**config.mk**
```make
export PLATFORM = sky130hd
export DESIGN_NAME = ilc_insn_match
export DESIGN_NICKNAME = d
export VERILOG_FILES = /design/src/rtl/ilc_pkg.sv /design/src/rtl/ilc_insn_match.sv
export SDC_FILE = /design/constraint.sdc
export NUM_CORES = 1
export LEC_CHECK = 0
export CORE_AREA = 3 3 40 42
export DETAILED_ROUTE_END_ITERATION = 7
export DIE_AREA = 0 0 43 45
export GPL_TIMING_DRIVEN = 0
export PLACE_DENSITY = 0.72
export SLEW_MARGIN = 20
export SYNTH_ARGS = -nofsm -noshare
export SYNTH_HDL_FRONTEND = slang
export SYNTH_SLANG_ARGS = --single-unit
```
**constraint.sdc**
```tcl
create_clock -name vclk -period 1
set_input_delay 0.2 -clock vclk [all_inputs]
set_output_delay 0.2 -clock vclk [all_outputs]
set_load 0.1 [all_outputs]
```
**src/rtl/ilc_pkg.sv**
```systemverilog
package ilc_pkg;
    localparam int WORD_W    = 32;
    localparam int NUM_GATED = 4;   // formats that carry a gate term
    localparam int NUM_FMT   = 5;   // plus the no-op flag

    localparam int FMT_REG   = 0;
    localparam int FMT_IMM   = 1;
    localparam int FMT_LOAD  = 2;
    localparam int FMT_STORE = 3;
    localparam int FMT_NOP   = 4;

    localparam logic [6:0] OPC_REG   = 7'h33;
    localparam logic [6:0] OPC_IMM   = 7'h13;
    localparam logic [6:0] OPC_LOAD  = 7'h03;
    localparam logic [6:0] OPC_STORE = 7'h23;

    // Field layout, most significant first; position is behaviour.
    typedef struct packed {
        logic [6:0] funct7;
        logic [4:0] rs2;
        logic [4:0] rs1;
        logic [2:0] funct3;
        logic [4:0] rd;
        logic [6:0] opcode;
    } insn_fields_t;

    function automatic logic [6:0] fmt_opcode(input int f);
        case (f)
            FMT_REG:  return OPC_REG;
            FMT_IMM:  return OPC_IMM;
            FMT_LOAD: return OPC_LOAD;
            default:  return OPC_STORE;
        endcase
    endfunction

    // Register fields used by a format: {rs2, rs1, rd}
    function automatic logic [2:0] fmt_reg_use(input int f);
        case (f)
            FMT_REG:  return 3'b111;
            FMT_IMM:  return 3'b011;
            FMT_LOAD: return 3'b011;
            default:  return 3'b110;
        endcase
    endfunction
endpackage

```
**src/rtl/ilc_insn_match.sv**
```systemverilog
module ilc_insn_match
    import ilc_pkg::*;
(
    input  insn_fields_t         fields,
    input  logic [NUM_GATED-1:0] fmt_ok,
    output logic [NUM_FMT-1:0]   allowed
);
    localparam logic [6:0] F7_BASE = 7'h00;
    localparam logic [6:0] F7_ALT  = 7'h20;

    logic m_add_sub, m_and, m_or, m_xor;
    logic m_addi, m_andi, m_ori, m_xori;
    logic m_lw, m_sw, m_nop;
    logic f7_either;

    // Several permitted constants for one field: ORed first
    assign f7_either = (fields.funct7 == F7_BASE) || (fields.funct7 == F7_ALT);

    assign m_add_sub = fmt_ok[FMT_REG] && (fields.funct3 == 3'b000) && f7_either;
    assign m_and     = fmt_ok[FMT_REG] && (fields.funct3 == 3'b111) && (fields.funct7 == F7_BASE);
    assign m_or      = fmt_ok[FMT_REG] && (fields.funct3 == 3'b110) && (fields.funct7 == F7_BASE);
    assign m_xor     = fmt_ok[FMT_REG] && (fields.funct3 == 3'b100) && (fields.funct7 == F7_BASE);

    assign m_addi    = fmt_ok[FMT_IMM] && (fields.funct3 == 3'b000);
    assign m_andi    = fmt_ok[FMT_IMM] && (fields.funct3 == 3'b111);
    assign m_ori     = fmt_ok[FMT_IMM] && (fields.funct3 == 3'b110);
    assign m_xori    = fmt_ok[FMT_IMM] && (fields.funct3 == 3'b100);

    assign m_lw      = fmt_ok[FMT_LOAD]  && (fields.funct3 == 3'b010);
    assign m_sw      = fmt_ok[FMT_STORE] && (fields.funct3 == 3'b010);

    // No-op: field equalities only, no gate term
    assign m_nop     = (fields.opcode == OPC_IMM) && (fields.rd == 5'd0)
                    && (fields.funct3 == 3'b000) && (fields.rs1 == 5'd0)
                    && ({fields.funct7, fields.rs2} == 12'd0);

    assign allowed[FMT_REG]   = m_add_sub || m_and || m_or || m_xor;
    assign allowed[FMT_IMM]   = m_addi || m_andi || m_ori || m_xori;
    assign allowed[FMT_LOAD]  = m_lw;
    assign allowed[FMT_STORE] = m_sw;
    assign allowed[FMT_NOP]   = m_nop;
endmodule

```
======== After elaboration in Yosys (flattened, before gate mapping) ========
Cells that the tools add are included.
storage, ports and cells
  register bits ........................... 0
  bits of input ports ..................... 36
operators by class
  equal/unequal tests ..................... 6
  reduce and logical (&&, ||, !) cells .... 30
operators by type and width
  kind                                                                    count
  1-bit logical AND                                                       18
  12-bit zero test                                                        1
  5-bit zero test                                                         2
  3-bit equality test (second input constant)                             3
  7-bit by 5-bit equality test with 1-bit output (second input constant)  1
  7-bit by 6-bit equality test with 1-bit output (second input constant)  1
  7-bit zero test                                                         1
  1-bit logical OR                                                        7
  3-bit by 2-bit equality test with 1-bit output (second input constant)  1
  3-bit zero test                                                         1

======== Depth between registers and ports, before layout ========
  depth after elaboration ................. 6
  depth in mapped cells ................... 4
  gate-level depth less buffers ........... 3

======== Worst setup path after synthesis ========
Ideal clock, no wire load.
  path kind ............................... input to output
  start point ............................. input port fields[27] (netlist bit)
  end point ............................... output port allowed[0]
  data arrival time ....................... 2.460 ns
  path slack .............................. -1.660 ns
  stages .................................. 3
  path buffers ............................ 0
  path through ............................ nor4_2 > nand2_1 > a2111oi_2
on the way
  longest elaborated chain between the ends .. 6
RTL lines
  element                                                                                   RTL line                                                          text
  start, declared                                                                           ilc_insn_match.sv:4                                               input insn_fields_t fields,
  7-bit by 6-bit equality test with 1-bit output / 7-bit zero test (equally long branches)  ilc_insn_match.sv:17, ilc_insn_match.sv:20, ilc_insn_match.sv:21
  1-bit logical OR                                                                          ilc_insn_match.sv:17                                              assign f7_either = (fields.funct7 == F7_BASE) || (fields.funct7 == F7_ALT);
  1-bit logical AND                                                                         ilc_insn_match.sv:19                                              assign m_add_sub = fmt_ok[FMT_REG] && (fields.funct3 == 3'b000) && f7_either;
  1-bit logical OR (2 in a row)                                                             ilc_insn_match.sv:37                                              assign allowed[FMT_REG] = m_add_sub || m_and || m_or || m_xor;
  1-bit logical OR *                                                                        ilc_insn_match.sv:37
  end, declared                                                                             ilc_insn_match.sv:6                                               output logic [NUM_FMT-1:0] allowed
Every way passes the cells marked *; elsewhere a longest branch is shown, timed or not.

======== Worst setup path in the final report ========
  start point ............................. input port fields[31] (netlist bit)
  end point ............................... output port allowed[0]
Same word-level chain as after synthesis.

==> parameters.txt <==
Parameter                              Value

Yosys
  Top area cells in the synthesized netlist ... sky130_fd_sc_hd__nor4b_1 (17%), sky130_fd_sc_hd__buf_4 (15%), sky130_fd_sc_hd__nor4_1 (12%)
  Cell taking the most area after synthesis ... sky130_fd_sc_hd__nor4b_1
  Most used standard cells in the synthesized netlist ... sky130_fd_sc_hd__nor2_1 (4), sky130_fd_sc_hd__buf_4 (3), sky130_fd_sc_hd__nor4_1 (3), sky130_fd_sc_hd__nor4b_1 (3)
  Leading cell type by number of instances after synthesis ... sky130_fd_sc_hd__nor2_1
  Synthesized area ... 155 µm²
  Synth Net Count ... 60
  Syn Inst Count ... 24
  Top-area cell type share of the netlist area ... 0.169
  Share of synthesized area occupied by flip-flops and latches ... 0
  Post-synthesis average cell area ... 6.46 µm²
  Unique masters post-synth ... 13
  Total number of yosys warnings ... 0

Drt
  Total detailed-routing wirelength ... 1010 µm
  Routed wire per std cell ... 12.3 µm
  Vias per cell ... 4.52
  Routed vias ... 371
  DRT Pass-1 Iters ... 1
  DRT antenna net count ... 0
  Iter 0 DRT Violations ... 0
  Number of remaining DRC errors ... 0

Global routing
  Global-route usage over all layers ... 0.0995
  Number of antenna violations at the first check in global routing ... 0
  Maximum number of pins on one net before global-route repair ... 6
  Wire length of the first global-routing pass ... 1550 µm
  Overall overflow remaining after global route ... 0
  Number of global-route vias before repair ... 376

Timing
  Slew Viols, Final ... 0
  RSZ-0062 raised after global routing ... true
  Max_slew headroom ... 0.830
  Final cycle utilization of the critical path ... 1.42
  Maximum frequency from static timing analysis ... 0.706 GHz
  Final setup margin ... -0.416 ns
  Number of hold-slack violations in the final timing report ... 0
  Measured slew at the worst slew-check pin ... 0.256 ns
  Post-layout minimum cycle time ... 1.42 ns
  Final setup violating endpoints ... 5

Final layout
  Fill cell instance count of the final layout ... 127
  Post-route cell area ... 716 µm²
  Growth of design area from synthesis to finish ... 361%
  Count of sequential standard cells ... 0
  Number of nets at the end of the flow ... 105
  # diodes ... 0
  Share of layout cells above drive strength 1 ... 0.776
  Final-layout clock buffer total ... 0
  Register Area ... 0 µm²
  Core Util, Final ... 0.557

Flow run
  Number of max-cap violations ... 0

Placement
  Post-detail-place hpwl ... 838 µm
  Routability congestion estimate from global placement ... 0.620
  Placed cell areas ... 619 µm²
  Count of port buffers added during placement ... 41

Setup path
  Critical Path AT ... 1.22 ns
  Nature of the critical path startpoint ... input pin
  Critical path peak fanout ... 2
  Crit path cell chain ... buf_6, nor4_4, nand2_2, a2111oi_4, buf_6
  CP Capture Type ... primary output
  Slowest Stage Delay on Critical Path ... 0.28 ns
  Crit Path Class ... in -> out
  Cell family contributing the most delay on the critical path ... simple AND/OR/NAND/NOR gates
  Standard cell with the maximum stage delay on the critical path ... sky130_fd_sc_hd__a2111oi_4
  Most common cell on crit path ... sky130_fd_sc_hd__buf_6
  Required time at the worst-slack endpoint ... 0.80 ns
  CP bufs+invs ... 2

Floorplanning
  Number of top-level pins ... 41
  Initial Utilization ... 0.121
  Core footprint ... 0.00128 mm²
  Die boundary width ... 43 µm
  Total die area ... 0.00194 mm²
  Die Y-Extent ... 45 µm
  Std-Cell Rows ... 13

Outcome
  Violated checks ... setup timing
  Result of the run ... complete, but fails checks

Pwr
  Leakage power summed over all cells ... 0.310 nW
  Power density over the cells ... 347 mW/mm²
  Peak supply drop ... 0.199 mV

Hold path
  Path category of the worst min-delay check ... in -> out
-- logic make-up (layout without fill, tap and decap cells) --
family,count (synthesis),count (layout),share of synthesized area
compound gates,2,2,0.129
simple gates,17,17,0.677
buf+inv,5,48,0.194
-- cells in the final DEF, fill, tap and decap left out, drive strengths merged --
master,count
a2111oi,1
nor4b,3
nand3,1
nand2,1
dlygate4sd2,7
clkbuf,12
dlymetal6s2s,1
a21oi,1
clkdlybuf4s15,5
inv,2
nor4,4
nand4,1
buf,21
nor3,1
nor2,4
and3,2
-- where the power goes --
group          internal [mW]  switching, mW
Clock                      0              0
Sequential                 0              0
Combinational          0.137          0.111
Total                  0.137          0.111
-- repair_timing --
| item | CTS | global route |
|---|---|---|
| setup buffers | 2 | 3 |
| pin swaps | 15 | 13 |
| endpoints found under the setup margin | 5 | 5 |
| hold buffers | 0 | 0 |
| resized for setup | 142 | 33 |
-- metrics by stage --
stage | hold WS, ns | cells | setup WS [ns] | setup TNS [ns] | power, mW
2_1_floorplan | 0.595 | 24 | -0.919 | -1.21 | 0.0661
3_3_place_gp | 1.87 | 80 | -1.93 | -7.92 | 0.224
3_5_place_dp | 1.87 | 80 | -1.94 | -8.02 | 0.228
4_1_cts | 0.739 | 79 | -0.490 | -1.05 | 0.241
5_1_grt | 0.751 | 82 | -0.496 | -1.36 | 0.262
6_report | 0.738 | 82 | -0.416 | -1.11 | 0.248
-- final timing paths --
check | startpoint | endpoint | slack (ns) | cells after the start
max | fields[31] | allowed[0] | -0.42 | 5
min | fields[14] | allowed[0] | 0.74 | 3
-- per-layer routing --
layer | global-route usage | up-vias | part of all wire | wire length [µm]
met2 | 0.228 | 22 | 0.61 | 614
met5 | 0 | - | 0 | 0
met1 | 0.0905 | 170 | 0.26 | 259
met4 | 0 | 0 | 0 | 0
li1 | - | 179 | - | -
met3 | 0.0239 | 0 | 0.13 | 135
-- final cells by class --
| cell class | instances | area, µm² | area share |
|---|---|---|---|
| timing repair buffer | 45 | 417 | 0.582 |
| inverter | 2 | 7.51 | 0.0105 |
| tap | 15 | 18.8 | 0.0262 |
| buffer | 1 | 11.3 | 0.0157 |
| multi-input combinational | 19 | 262 | 0.365 |
No activity file was read; power rests on OpenSTA's default activity.
